===== config.mk =====
export PLATFORM = sky130hd
export DESIGN_NAME = boot_elect_fabric
export DESIGN_NICKNAME = d
export VERILOG_FILES = /design/src/rtl/boot_elect_pkg.sv /design/src/rtl/local_pick.sv /design/src/rtl/elect_hub.sv /design/src/rtl/lock_arbiter.sv /design/src/rtl/core_flag_decode.sv /design/src/rtl/boot_elect_fabric.sv
export SDC_FILE = /design/constraint.sdc
export NUM_CORES = 1
export LEC_CHECK = 0
export CAP_MARGIN = 20
export CORE_UTILIZATION = 56
export DETAILED_ROUTE_END_ITERATION = 8
export HOLD_SLACK_MARGIN = 0.15
export PLACE_DENSITY = 0.83
export SYNTH_ARGS = -nofsm -noshare
export SYNTH_HDL_FRONTEND = slang
export SYNTH_HIERARCHICAL = 1
export SYNTH_SLANG_ARGS = --single-unit

===== constraint.sdc =====
create_clock -name clk -period 3 [get_ports clk]
set_clock_uncertainty 0.2 [all_clocks]
set_input_delay 0.6 -clock clk [delete_from_list [all_inputs] [get_ports clk]]
set_output_delay 0.6 -clock clk [all_outputs]
set_load 0.005 [all_outputs]

===== src/rtl/boot_elect_pkg.sv =====
package boot_elect_pkg;

   typedef enum logic [1:0] {
      PH_IDLE,
      PH_COLLECT,
      PH_LOCK,
      PH_DONE
   } hub_phase_e;

endpackage


===== src/rtl/local_pick.sv =====
module local_pick #(
   parameter int N  = 4,
   parameter int PW = 4,
   localparam int CW = $clog2(N)
) (
   input  logic [N-1:0]    valid,
   input  logic [N*PW-1:0] prio,
   output logic            any,
   output logic [PW-1:0]   best_prio,
   output logic [CW-1:0]   best_idx
);

   // strict compare keeps the lowest index among equal priorities
   always_comb begin
      any       = 1'b0;
      best_prio = '0;
      best_idx  = '0;
      for (int i = 0; i < N; i++) begin
         if (valid[i] && (!any || prio[i*PW +: PW] > best_prio)) begin
            any       = 1'b1;
            best_prio = prio[i*PW +: PW];
            best_idx  = CW'(i);
         end
      end
   end

endmodule


===== src/rtl/elect_hub.sv =====
module elect_hub import boot_elect_pkg::*; #(
   parameter int N    = 4,
   parameter int PW   = 4,
   parameter int WIN  = 4,
   parameter int SOCK = 0,
   parameter int IDW  = 4,
   localparam int CW    = $clog2(N),
   localparam int CNT_W = $clog2(WIN + 1)
) (
   input  logic            clk,
   input  logic            rst_n,
   input  logic [N-1:0]    req_valid,
   input  logic [N*PW-1:0] req_prio,
   input  logic            bus_seen,
   input  logic            lock_gnt,
   output logic            lock_req,
   output logic            bcast_stb,
   output logic [IDW-1:0]  bcast_id
);

   hub_phase_e       phase;
   logic [CNT_W-1:0] cnt;
   logic             b_valid;
   logic [PW-1:0]    b_prio;
   logic [CW-1:0]    b_idx;
   logic             stb_r;

   logic             c_any;
   logic [PW-1:0]    c_prio;
   logic [CW-1:0]    c_idx;
   logic             take;
   logic             open_win;

   local_pick #(.N(N), .PW(PW)) u_pick (
      .valid    (req_valid),
      .prio     (req_prio),
      .any      (c_any),
      .best_prio(c_prio),
      .best_idx (c_idx)
   );

   assign take = c_any && (!b_valid || c_prio > b_prio ||
                           (c_prio == b_prio && c_idx < b_idx));
   assign open_win = (phase == PH_IDLE) || (phase == PH_COLLECT);

   always_ff @(posedge clk or negedge rst_n) begin
      if (!rst_n) begin
         phase   <= PH_IDLE;
         cnt     <= '0;
         b_valid <= 1'b0;
         b_prio  <= '0;
         b_idx   <= '0;
         stb_r   <= 1'b0;
      end else begin
         stb_r <= 1'b0;
         unique case (phase)
            PH_IDLE: begin
               if (bus_seen) phase <= PH_DONE;
               else if (c_any) begin
                  phase <= PH_COLLECT;
                  cnt   <= CNT_W'(1);
               end
            end
            PH_COLLECT: begin
               if (bus_seen) phase <= PH_DONE;
               else begin
                  cnt <= cnt + 1'b1;
                  if (cnt == CNT_W'(WIN - 1)) phase <= PH_LOCK;
               end
            end
            PH_LOCK: begin
               if (bus_seen) phase <= PH_DONE;
               else if (lock_gnt) begin
                  stb_r <= 1'b1;
                  phase <= PH_DONE;
               end
            end
            default: ;
         endcase
         if (take && open_win && !bus_seen) begin
            b_valid <= 1'b1;
            b_prio  <= c_prio;
            b_idx   <= c_idx;
         end
      end
   end

   assign lock_req  = (phase == PH_LOCK);
   assign bcast_stb = stb_r;
   assign bcast_id  = stb_r ? (IDW'(SOCK * N) + IDW'(b_idx)) : '0;

   // strobe lasts one cycle
   assert_strobe_single_R6: assert property (@(posedge clk) disable iff (!rst_n)
      bcast_stb |=> !bcast_stb);
   // the lock is only requested with a local winner held
   assert_lock_has_winner_R4: assert property (@(posedge clk) disable iff (!rst_n)
      lock_req |-> b_valid);
   // a waiting hub withdraws once a broadcast is visible
   assert_withdraw_R7: assert property (@(posedge clk) disable iff (!rst_n)
      (lock_req && bus_seen) |=> !lock_req && !bcast_stb);

endmodule


===== src/rtl/lock_arbiter.sv =====
module lock_arbiter #(
   parameter int HUBS = 4
) (
   input  logic            clk,
   input  logic            rst_n,
   input  logic [HUBS-1:0] req,
   output logic [HUBS-1:0] gnt
);

   logic held;

   // descending scan: the lowest requesting socket is assigned last
   always_comb begin
      gnt = '0;
      if (!held) begin
         for (int i = HUBS - 1; i >= 0; i--) begin
            if (req[i]) gnt = HUBS'(1) << i;
         end
      end
   end

   always_ff @(posedge clk or negedge rst_n) begin
      if (!rst_n)    held <= 1'b0;
      else if (|gnt) held <= 1'b1;
   end

   // at most one hub granted
   assert_one_grant_R5: assert property (@(posedge clk) disable iff (!rst_n)
      $onehot0(gnt));
   // a grant never repeats after the lock is taken
   assert_no_regrant_R5: assert property (@(posedge clk) disable iff (!rst_n)
      (|gnt) |=> gnt == '0);

endmodule


===== src/rtl/core_flag_decode.sv =====
module core_flag_decode #(
   parameter int TOTAL = 16,
   parameter int ID_W  = 4
) (
   input  logic             clk,
   input  logic             rst_n,
   input  logic             bcast_valid,
   input  logic [ID_W-1:0]  bcast_id,
   output logic [TOTAL-1:0] is_boot
);

   always_ff @(posedge clk or negedge rst_n) begin
      if (!rst_n) is_boot <= '0;
      else if (bcast_valid) begin
         for (int i = 0; i < TOTAL; i++) begin
            is_boot[i] <= (bcast_id == ID_W'(i));
         end
      end
   end

   // at most one boot flag
   assert_flags_onehot_R8: assert property (@(posedge clk) disable iff (!rst_n)
      $onehot0(is_boot));
   // flag follows the broadcast identifier
   assert_flag_follow_R8: assert property (@(posedge clk) disable iff (!rst_n)
      bcast_valid |=> is_boot == (TOTAL'(1) << $past(bcast_id)));

endmodule


===== src/rtl/boot_elect_fabric.sv =====
module boot_elect_fabric import boot_elect_pkg::*; #(
   parameter int SOCKETS = 4,
   parameter int CORES   = 4,
   parameter int PRIO_W  = 4,
   parameter int WINDOW  = 4,
   localparam int TOTAL = SOCKETS * CORES,
   localparam int ID_W  = $clog2(TOTAL)
) (
   input  logic                       clk,
   input  logic                       rst_n,
   input  logic [TOTAL-1:0]           core_req,
   input  logic [TOTAL*PRIO_W-1:0]    core_prio,
   output logic [SOCKETS-1:0]         lock_req,
   output logic                       bcast_valid,
   output logic [ID_W-1:0]            bcast_id,
   output logic [TOTAL-1:0]           core_is_boot
);

   if (SOCKETS < 2) begin : g_bad_sockets
      $error("SOCKETS must be at least 2");
   end
   if (CORES < 2) begin : g_bad_cores
      $error("CORES must be at least 2");
   end
   if (PRIO_W < 1) begin : g_bad_prio
      $error("PRIO_W must be at least 1");
   end
   if (WINDOW < 2) begin : g_bad_window
      $error("WINDOW must be at least 2");
   end

   logic [SOCKETS-1:0] stb;
   logic [SOCKETS-1:0] gnt;
   logic [ID_W-1:0]    hub_id [SOCKETS];
   logic [ID_W-1:0]    bus_id;

   for (genvar s = 0; s < SOCKETS; s++) begin : g_hub
      elect_hub #(
         .N   (CORES),
         .PW  (PRIO_W),
         .WIN (WINDOW),
         .SOCK(s),
         .IDW (ID_W)
      ) u_hub (
         .clk      (clk),
         .rst_n    (rst_n),
         .req_valid(core_req[s*CORES +: CORES]),
         .req_prio (core_prio[s*CORES*PRIO_W +: CORES*PRIO_W]),
         .bus_seen (bcast_valid),
         .lock_gnt (gnt[s]),
         .lock_req (lock_req[s]),
         .bcast_stb(stb[s]),
         .bcast_id (hub_id[s])
      );
   end

   lock_arbiter #(.HUBS(SOCKETS)) u_lock (
      .clk  (clk),
      .rst_n(rst_n),
      .req  (lock_req),
      .gnt  (gnt)
   );

   always_comb begin
      bus_id = '0;
      for (int s = 0; s < SOCKETS; s++) bus_id |= hub_id[s];
   end

   assign bcast_valid = |stb;
   assign bcast_id    = bus_id;

   core_flag_decode #(.TOTAL(TOTAL), .ID_W(ID_W)) u_dec (
      .clk        (clk),
      .rst_n      (rst_n),
      .bcast_valid(bcast_valid),
      .bcast_id   (bcast_id),
      .is_boot    (core_is_boot)
   );

   logic seen_q;
   always_ff @(posedge clk or negedge rst_n) begin
      if (!rst_n)           seen_q <= 1'b0;
      else if (bcast_valid) seen_q <= 1'b1;
   end

   // hub strobes never overlap
   assert_bus_onehot_R7: assert property (@(posedge clk) disable iff (!rst_n)
      $onehot0(stb));
   // no second broadcast after the first
   assert_single_broadcast_R7: assert property (@(posedge clk) disable iff (!rst_n)
      seen_q |-> !bcast_valid);

endmodule


==> flow_metrics.tcl, run 1 <==
set metrics [dict create \
    outcome "did not finish" \
    failed_stage "global routing (5_1_grt)" \
    firstError "[ERROR GRT-0232] Routing congestion too high. Check the congestion heatmap in the GUI." \
    yosys_register_bits 69 \
    synth_area_leaders "dfrtp_1 (25%), ha_1 (17%), mux2_4 (5.3%)" \
    cts_made_buffers 9 \
    grt-worst-endpoint "g_hub[1].u_hub/b_prio[0]$_DFFE_PN0P_/D" \
    synth_mux_area_frac 0.07843 \
    synth_compound_area_frac 0.2007 \
    hpwlAfterDp_mm 14.96 \
    synth_top_area_frac 0.2529 \
    clock-root-buffer "clkbuf_16" \
    synthCells 733 \
    synth-main-ff-cell "dfrtp_1" \
    gp_congestion 0.8482 \
    dp_cells 1133 \
    yosysTopAreaCell "dfrtp_1" \
    yosysUniqueCellTypes 53 \
    fp.dieW_um 112.4 \
    start_util 0.5855 \
    cts_hold_buf 0 \
    clk_path_buf_depth 2 \
    synth_top_family_by_area "simple AND/OR/NAND/NOR gates" \
    synth.avg_cell_area_sq_um 9.315 \
    yosysWarnings 6 \
    postSynth.asyncResetShare 1.000 \
    synth_edf_count 0 \
    grt.total_usage 1.027 \
    synthXorXnorAreaFrac 0 \
    io_pins 107 \
    synth_fa_ha_area_frac 0.1686 \
    cts.sinks 69 \
    grt_overflow 1412 \
    cts_htree_levels 3 \
    worst_path_end_type "register input" \
    port-buffer-count 106 \
    die_h_um 112.4 \
    synth_area_sq_mm 0.006828 \
    grt_max_degree 70 \
    rows 39 \
    synth-simple-area-share 0.2386 \
    yosysSeqAreaShare 0.2529 \
]
[cell families after synthesis]
| kind of cell | count (synthesis) |
|---|---|
| and+or+nand+nor | 281 |
| AOI/OAI and AO/OA | 159 |
| adders and majority gates | 92 |
| buffers and inverters | 88 |
| DFF | 69 |
| muxes | 41 |
| other | 3 |
[metrics by stage]
step	area, sq um	util	setup slack, ns	hold slack (ns)
2_1_floorplan	7182	-	-2.345	0.1044
3_3_place_gp	9507	0.8151	-3.052	0.2674
3_5_place_dp	9507	0.8151	-3.310	0.2772
4_1_cts	10830	0.9282	-2.415	0.3002
[metal layers]
| layer | overflow | track usage |
|---|---|---|
| met1 | 8 | 0.8897 |
| met2 | 1091 | 1.432 |
| met3 | 8 | 0.7268 |
| met4 | 305 | 1.193 |
| met5 | 0 | 0.2039 |
[synthesized netlist by cell type (5+ instances only)]
master      n
a211oi_1   20
a21oi_1    12
a21oi_2     8
a31o_1      7
a41o_1     18
and2_1      9
and3_1     16
buf_2       5
buf_4      10
dfrtp_1    69
ha_1       92
inv_1      69
mux2_4     24
mux2i_1    13
nand2_1    52
nand2b_1   25
nand4_1     9
nor2_1     54
nor2b_1    31
nor3_1     20
o2111ai_1  12
o211ai_1   12
o21ai_0    12
o21ai_1    24
or3_1      16
or4_1       5
[what timing repair did]
action                                 4_1_cts
endpoints found under the hold margin        0
gates resized for setup                    211
setup endpoints to repair                   25
buffers inserted                            58
pin swaps                                  112
cloned                                       1
==> inputs of run 2 (changes only) <==
CORE_UTILIZATION = 40   (was 56)
HOLD_SLACK_MARGIN = default   (was 0.15)
PLACE_DENSITY = default   (was 0.83)
PLACE_DENSITY_LB_ADDON = 0.15   (was default)
==> flow_metrics.tcl, run 2 <==
set metrics [dict create \
    outcome "finished with violations" \
    violations "negative setup slack" \
    port-buffer-count 106 \
    finalSetupViolations 24 \
    setup.worst_path.class "in -> reg" \
    die-area_sq_mm 0.01760 \
    yosys_register_bits 69 \
    postSynth.asyncResetShare 1.000 \
    io_pins 107 \
    yosysSeqAreaShare 0.2529 \
    worstHoldPathType "in -> async" \
    first_pass_iters 4 \
    drv_slew 0 \
    detail_route.wl_per_cell_um 15.61 \
    yosysMostFrequentCell "ha_1" \
    start_kind "input port" \
    clkPwrFrac 0.232 \
    yosysUniqueCellTypes 53 \
    end_kind "flop" \
    synth_edf_count 0 \
    grt_pass1_vias 7198 \
    power_uw 4680 \
    timing_hold_violations_final 0 \
    synth_common_cells "ha_1 (92), dfrtp_1 (69), inv_1 (69)" \
    die_h_um 132.7 \
    rows 47 \
    comb_power_share 0.533 \
    start_util 0.4103 \
    drc 0 \
    cts_tree "built" \
    synth_area_sq_mm 0.006828 \
    synth_top_area_frac 0.2529 \
    num-fill-cells 1147 \
    path_clk_slew_ns 0.06 \
    grt.total_usage 0.2259 \
    tightestPinTransition_ns 0.9048 \
    area_growth_pct 74.07 \
    insertion_delay_ns 0.33 \
    yosysWarnings 6 \
    cts_made_buffers 9 \
    dr_total_vias 6921 \
    drive_above_1_share 0.5212 \
    r2r_slack_ns 0.41 \
    gp_congestion 0.8991 \
    hpwlAfterDp_mm 14.36 \
    switching_share 0.3314 \
    worst-endpoint-required_ns 3.01 \
    drt_iter0_drc 202 \
    worst-path-max-fanout 8 \
    clock-root-buffer "clkbuf_16" \
    grt_pass1_wl_mm 33.19 \
    routed_wirelength_mm 20.78 \
    r2r_start "g_hub[1].u_hub/bcast_stb" \
    worst_ep_arrival_time_ns 5.35 \
    synth-main-ff-cell "dfrtp_1" \
    finalWorstSetupSlack_ns -2.334 \
    sequentialPowerShare 0.235 \
    grt_max_degree 70 \
    cts.sinks 69 \
    dp_cells 1231 \
    postRouteAntennaNets 0 \
    vdd_drop_max_mv 0.2932 \
    p_sw_uw 1551 \
    vias_per_cell 5.200 \
    mostFrequentLayoutCell "buf_4" \
    r2r-end "g_hub[3].u_hub/b_prio[1]" \
    core_sq_mm 0.01664 \
    antenna_found_initial 0 \
    power.density_mw_per_mm2 393.8 \
    synthCells 733 \
    fp.dieW_um 132.7 \
    power.leakage_uw 0.005358 \
    grt_overflow 0 \
    period_minus_slack_ns 5.334 \
    clk_path_buf_depth 2 \
    yosysTopAreaCell "dfrtp_1" \
    synth_area_leaders "dfrtp_1 (25%), ha_1 (17%), mux2_4 (5.3%)" \
    cts_hold_buf 0 \
    fin_crit_sh 1.778 \
    max_slew_margin 0.3968 \
    p_int_uw 3129 \
    fmax_mhz 187.5 \
    cap_violations 0 \
    cts_htree_levels 3 \
    num-nets-final 1280 \
    top_regs "g_hub.u_hub/b_prio x16, u_dec/is_boot x16, g_hub.u_hub/cnt x12" \
    diodes 0 \
    rsz0062_at_grt "true" \
    synth.avg_cell_area_sq_um 9.315 \
    reg2regPathDepth 5 \
    finalNonFillerCells 1331 \
    layout_common_cells "buf_4 (256), dfrtp_1 (69), clkdlybuf4s50_1 (68), inv_1 (59), nor2_1 (54)" \
]
## run 2: cells by family (layout without fill, tap and decap cells)
| family | Yosys count | in the layout | synth area share |
|---|---|---|---|
| compound gates | 159 | 159 | 0.2007 |
| mux | 41 | 41 | 0.07843 |
| flops | 69 | 69 | 0.2529 |
| other cells | 3 | 4 | 0.001649 |
| buf+inv | 88 | 465 | 0.05919 |
| fa+ha+maj | 92 | 92 | 0.1686 |
| simple gates | 281 | 281 | 0.2386 |
## run 2: power groups by stage
| stage | Combinational (uW) | Clock [uW] | Sequential, uW |
|---|---|---|---|
| 4_1_cts | 2100 | 1110 | 1100 |
| 3_5_place_dp | 1760 | 0 | 1120 |
| 3_3_place_gp | 1680 | 0 | 1110 |
| 2_1_floorplan | 1030 | 0 | 1090 |
| 6_report | 2490 | 1090 | 1100 |
| 5_1_grt | 2710 | 1150 | 1110 |
## run 2: repair_timing
action,CTS,global route
buffers inserted,51,36
pin swaps,113,136
setup endpoints to repair,24,24
resized for setup,208,123
gates cloned,0,0
## run 2: worst max path at each step
stage               slack [ns]                        to  cells past startpoint          from
floorplan                -2.35   g_hub[0].u_hub/b_idx[0]                     25   core_req[0]
finish                   -2.33  g_hub[0].u_hub/b_prio[2]                     28   core_req[0]
detailed placement       -3.33  g_hub[1].u_hub/b_prio[0]                     24   core_req[4]
CTS                      -2.44  g_hub[3].u_hub/b_prio[1]                     26  core_req[12]
global placement         -3.05   g_hub[1].u_hub/b_idx[1]                     24   core_req[4]
global route             -2.45  g_hub[0].u_hub/b_prio[2]                     27   core_req[0]
## run 2: cell type report
type                       count  area, sq um  share of cell area
inverter                      69        261.5             0.02200
clock inverter                 7        81.33            0.006843
tap                          220        275.3             0.02316
clock buffer                   9        225.2             0.01895
timing repair buffer         380         3124              0.2629
multi-input combinational    577         6191              0.5209
sequential                    69         1727              0.1453
## run 2: metal layers
layer | global-route usage | wire, um
met1 | 0.2673 | 8726
met2 | 0.4339 | 11250
met3 | 0.02605 | 484
met4 | 0.04598 | 319
met5 | 0 | 0
## run 2: through the flow
step                  util  hold slack (ns)  worst slack (ns)  setup TNS, ns  cell area [sq um]
floorplan                -           0.1044            -2.345         -56.29               7182
global placement    0.5866           0.2667            -3.054         -72.21               9763
detailed placement  0.5866           0.2820            -3.326         -78.37               9763
CTS                 0.6643           0.2335            -2.439         -55.36              11060
global route        0.7142           0.2680            -2.446         -58.01              11890
finish              0.7142           0.1827            -2.334         -54.36              11890
## run 2: critical path: stages
cell,delay (ns)
buf_8,0.07
buf_6,0.11
nand2_4,0.06
ha_4,0.30
nand2b_4,0.06
a21oi_4,0.29
o2111ai_4,0.15
and3_4,0.20
ha_4,0.26
nor2b_4,0.14
o211ai_1,0.13
buf_4,0.18
a21o_4,0.22
a41o_1,0.22
ha_4,0.23
nor2b_1,0.13
o21ai_1,0.15
a21oi_2,0.08
a21oi_2,0.13
buf_4,0.16
mux2_4,0.32
inv_2,0.06
ha_4,0.19
and3_4,0.14
o21ai_1,0.11
nand4b_1,0.13
o311a_4,0.21
mux2_4,0.32
(Power assumes the default switching activity.)
==> inputs of run 3 (changes only) <==
CORE_ASPECT_RATIO = 1.5   (was default)
CORE_MARGIN = 4   (was default)
DONT_BUFFER_PORTS = 1   (was default)
==> flow_metrics.tcl, run 3 (synthesis gave the netlist of run 2 again) <==
set metrics [dict create \
    clock-root-buffer "clkbuf_16" \
    hold_slack_ns 0.2815 \
    rows 58 \
    cp-endpoint "g_hub[0].u_hub/b_prio[3]" \
    critical_path.max_stage_delay_ns 0.41 \
    r2r-end "g_hub[2].u_hub/b_prio[3]" \
    grt.total_usage 0.1902 \
    dr_total_vias 6031 \
    finalSetupViolations 24 \
    routed.top_layer "met4" \
    cp_num_cells 25 \
    place_area_sq_mm 0.008046 \
    top_regs "g_hub.u_hub/b_prio x16, u_dec/is_boot x16, g_hub.u_hub/cnt x12" \
    rsz0062_at_grt "true" \
    routed_wirelength_mm 18.55 \
    worst_ep_arrival_time_ns 5.10 \
    path_clk_slew_ns 0.05 \
    cp-startpoint "core_prio[1]" \
    violations "negative setup slack" \
    power.density_mw_per_mm2 432.4 \
    vias_per_cell 5.523 \
    num-nets-final 1051 \
    io_pins 107 \
    end_kind "flop" \
    grt_pass1_wl_mm 30.33 \
    cts_tree "built" \
    cts_made_buffers 9 \
    drv_slew 0 \
    drt_iter0_drc 146 \
    insertion_delay_ns 0.33 \
    fp.dieW_um 114.7 \
    die-area_sq_mm 0.01927 \
    antenna_found_initial 0 \
    drc 0 \
    setup_tns_ns -49.38 \
    r2r_start "g_hub[1].u_hub/bcast_stb" \
    whs_path_depth 2 \
    cap_violations 0 \
    setup.worst_path.class "in -> reg" \
    power_uw 4259 \
    first_pass_iters 4 \
    wl_met3_um 760 \
    area_growth_pct 44.26 \
    detail_route.wl_per_cell_um 16.99 \
    hpwlAfterDp_mm 14.15 \
    fmax_mhz 196.4 \
    drive_above_1_share 0.4603 \
    r2r_slack_ns 0.40 \
    post-route-util 0.5876 \
    cp.buffers_inverters 3 \
    slowest_stage "or3_4" \
    grt_pass1_vias 6534 \
    mostFrequentLayoutCell "buf_4" \
    wl_met2_mm 10.71 \
    reg2regPathDepth 4 \
    period_minus_slack_ns 5.092 \
    wl_met1_mm 6.509 \
    crit_top_cell "ha_4" \
    postRouteAntennaNets 0 \
    fin_crit_sh 1.697 \
    gp_congestion 0.8914 \
    worstHoldPathType "reg -> reg" \
    cts_htree_levels 3 \
    finalWorstSetupSlack_ns -2.092 \
    power.leakage_uw 0.004343 \
    diodes 0 \
    start_kind "input port" \
    port-buffer-count 0 \
    start_util 0.4073 \
    worst-endpoint-required_ns 3.01 \
    vdd_drop_max_mv 0.2889 \
    timing_hold_violations_final 0 \
    outcome "finished with violations" \
    die_h_um 168.0 \
    cts.sinks 69 \
    core_sq_mm 0.01676 \
    clk_path_buf_depth 2 \
    final_area_sq_mm 0.009849 \
    layout_common_cells "buf_4 (134), dfrtp_1 (69), inv_1 (61), nor2_1 (54), ha_1 (51)" \
    cpLargestDelayFamily "compound AO/OA/AOI/OAI gates" \
    worst-path-max-fanout 8 \
    grt_max_degree 70 \
    grt_overflow 0 \
]
==> run 3: worst reg2reg max path, cell delays in order (launching register included) <==
cell	delay (ns)
dfrtp_1	0.39
or4_2	0.94
nor3b_2	0.33
o311a_4	0.31
mux2_4	0.31
==> run 3: through the flow <==
stage	cells	worst slack, ns
3_3_place_gp	1029	-2.536
3_5_place_dp	1029	-2.654
5_1_grt	1092	-2.292
2_1_floorplan	734	-2.345
4_1_cts	1081	-2.061
6_report	1092	-2.092
==> run 3: where the power goes <==
group	total [uW]	switching, uW	internal (uW)	leakage, uW
clock	1200	389	808	0.000169
sequential	1100	77.6	1030	0.000846
combinational	1960	845	1110	0.00333
total	4260	1310	2950	0.00434
==> run 3: how the worst min path moves through the flow <==
| stage | from | end | slack (ns) |
|---|---|---|---|
| after floorplan | rst_n | g_hub[0].u_hub/b_idx[0] | 0.10 |
| after global placement | rst_n | g_hub[2].u_hub/b_prio[0] | 0.11 |
| after detailed placement | rst_n | g_hub[2].u_hub/b_prio[0] | 0.11 |
| after CTS | g_hub[0].u_hub/cnt[2] | g_hub[0].u_hub/cnt[2] | 0.29 |
| after global routing | g_hub[2].u_hub/cnt[1] | g_hub[2].u_hub/cnt[1] | 0.32 |
| final | g_hub[0].u_hub/cnt[2] | g_hub[0].u_hub/cnt[2] | 0.28 |
==> run 3: layout make-up <==
type | instances | area [sq um]
fillers | 1434 | 6914
multi-input cells | 577 | 6045
flip-flops and latches | 69 | 1727
repair buffers | 151 | 1212
inverters | 69 | 264.0
well taps | 210 | 262.8
clock buffers | 9 | 225.2
clock inverters | 7 | 113.9
==> run 3: metal layers <==
metal	GRT usage	up-vias
met2	0.3739	115
met4	0.07080	0
met5	0	-
met3	0.03452	40
met1	0.1925	2916
li1	-	2960
==> run 3: repair_timing <==
action,4_1_cts,5_1_grt
endpoints found under the setup margin,24,24
resized for setup,97,79
hold endpoints to repair,69,0
pin swaps,50,64
cloned,0,0
setup buffers,34,11
hold buffers,2,0
==> inputs of run 4 (changes only) <==
CORE_MARGIN = default   (was 4)
CTS_CLUSTER_DIAMETER = 50   (was default)
==> flow_metrics.tcl, run 4 (synthesis gave the netlist of run 2 again) <==
set metrics [dict create \
    outcome "finished with violations" \
    violations "negative setup slack" \
    power.leakage_uw 0.004355 \
    rsz0062_at_grt "true" \
    cts_made_buffers 9 \
    diodes 0 \
    power.density_mw_per_mm2 420.1 \
    routed_wirelength_mm 18.28 \
    worst_ep_arrival_time_ns 5.17 \
    dr_total_vias 6094 \
    whs_path_depth 2 \
    num-fill-cells 1424 \
    finalWorstSetupSlack_ns -2.161 \
    fmax_mhz 193.7 \
    clock-root-buffer "clkbuf_16" \
    area_growth_pct 42.94 \
    drt_iter0_drc 201 \
    start_kind "input port" \
    gp_congestion 0.8285 \
    cap_violations 0 \
    finalNonFillerCells 1104 \
    drive_above_1_share 0.4530 \
    postRouteAntennaNets 0 \
    die-area_sq_mm 0.01761 \
    reg2regPathDepth 4 \
    finalSetupViolations 24 \
    max_slew_margin 0.6128 \
    num-nets-final 1064 \
    preCtsSetupSlack_ns -2.707 \
    top_regs "g_hub.u_hub/b_prio x16, u_dec/is_boot x16, g_hub.u_hub/cnt x12" \
    drv_slew 0 \
    cts_htree_levels 3 \
    grt_pass1_vias 6397 \
    grt_pass1_wl_mm 28.92 \
    grt_overflow 0 \
    period_minus_slack_ns 5.161 \
    cts.sinks 69 \
    cts_tree "built" \
    layout_common_cells "buf_4 (151), dfrtp_1 (69), inv_1 (62), nor2_1 (54), ha_1 (50)" \
    die_h_um 162.0 \
    timing_hold_violations_final 0 \
    tightestPinTransition_ns 0.5764 \
    vdd_drop_max_mv 0.2245 \
    core_sq_mm 0.01676 \
    grt_max_degree 70 \
    vias_per_cell 5.520 \
    detail_route.wl_per_cell_um 16.56 \
    grt.total_usage 0.2045 \
    first_pass_iters 4 \
    seq_area_sq_mm 0.001727 \
    setup.worst_path.class "in -> reg" \
    io_pins 107 \
    hpwlAfterDp_mm 13.71 \
    mostFrequentLayoutCell "buf_4" \
    end_kind "flop" \
    worstHoldPathType "reg -> reg" \
    rows 58 \
    drc 0 \
    worst-path-max-fanout 7 \
    dp_cells 1043 \
    worst-endpoint-required_ns 3.01 \
    insertion_delay_ns 0.33 \
    path_clk_slew_ns 0.05 \
    power_uw 4100 \
    multi_input_area_sq_mm 0.005918 \
    antenna_found_initial 0 \
    clk_path_buf_depth 2 \
    port-buffer-count 0 \
    start_util 0.4073 \
    fp.dieW_um 108.7 \
    fin_crit_sh 1.720 \
]
==> run 4: layer usage <==
layer	wire length, um	part of all wire	vias to the layer above	global-route usage
li1	-	-	2985	-
met5	0	0	-	0
met3	690	0.038	44	0.03612
met1	6487	0.35	2952	0.1951
met4	688	0.038	0	0.09275
met2	10420	0.57	113	0.4082
==> run 4: path summary, 6_finish.rpt <==
path,start,end,slack (ns)
hold reg to reg,g_hub[2].u_hub/cnt[2],g_hub[2].u_hub/cnt[2],0.29
hold / removal,g_hub[2].u_hub/cnt[2],g_hub[2].u_hub/cnt[2],0.29
max in group asynchronous,rst_n,g_hub[0].u_hub/phase[0],1.70
setup reg to reg,g_hub[1].u_hub/bcast_stb,g_hub[2].u_hub/b_prio[2],0.42
setup / recovery,core_prio[3],g_hub[0].u_hub/b_prio[3],-2.16
min in group asynchronous,rst_n,u_dec/is_boot[12],0.60
==> run 4: final cells by class <==
type                    instances  area share
repair buffers                164      0.1327
flip-flops and latches         69      0.1769
inverters                      69     0.02654
multi-input cells             577      0.6064
clock buffers                  15     0.03051
well taps                     210     0.02692
==> run 4: timing repair <==
action / 4_1_cts / 5_1_grt
pin swaps: 44 / 54
resized for setup: 69 / 79
buffers inserted: 23 / 21
endpoints found under the hold margin: 69 / 0
hold buffers: 2 / 0
setup endpoints to repair: 24 / 24
==> run 4: worst max-delay path: stages <==
cell and delay [ns]:
nand2_8 0.04, ha_4 0.27, nand2_4 0.07, a21oi_4 0.24, buf_6 0.15, o2111ai_4 0.10, and3_4 0.18, ha_4 0.27
nor2b_4 0.12, o211ai_1 0.08, buf_4 0.17, a21o_4 0.22, a41o_1 0.25, ha_4 0.26, nor2b_4 0.12, o21ai_2 0.14
a21oi_2 0.07, a21oi_2 0.13, buf_4 0.16, mux2_4 0.31, inv_2 0.07, ha_4 0.19, and3_4 0.17, o21ai_2 0.13
nand4b_1 0.13, o311a_4 0.20, mux2_4 0.31
==> run 4: stage by stage <==
step / util / area (sq um) / setup TNS (ns) / hold WS, ns
6_report: 0.5822 / 9759 / -50.35 / 0.2881
5_1_grt: 0.5822 / 9759 / -54.58 / 0.3182
4_1_cts: 0.5424 / 9092 / -49.78 / 0.2910
3_5_place_dp: 0.4863 / 8152 / -62.74 / 0.1062
3_3_place_gp: 0.4863 / 8152 / -58.85 / 0.1066
2_1_floorplan: - / 7182 / -56.29 / 0.1044
==> run 4: report_power, final <==
group	total [uW]	internal (uW)	leakage [uW]	switching [uW]
registers	1100	1030	0.000846	76.5
clock network	1030	668	0.000148	362
logic	1970	1120	0.00336	847
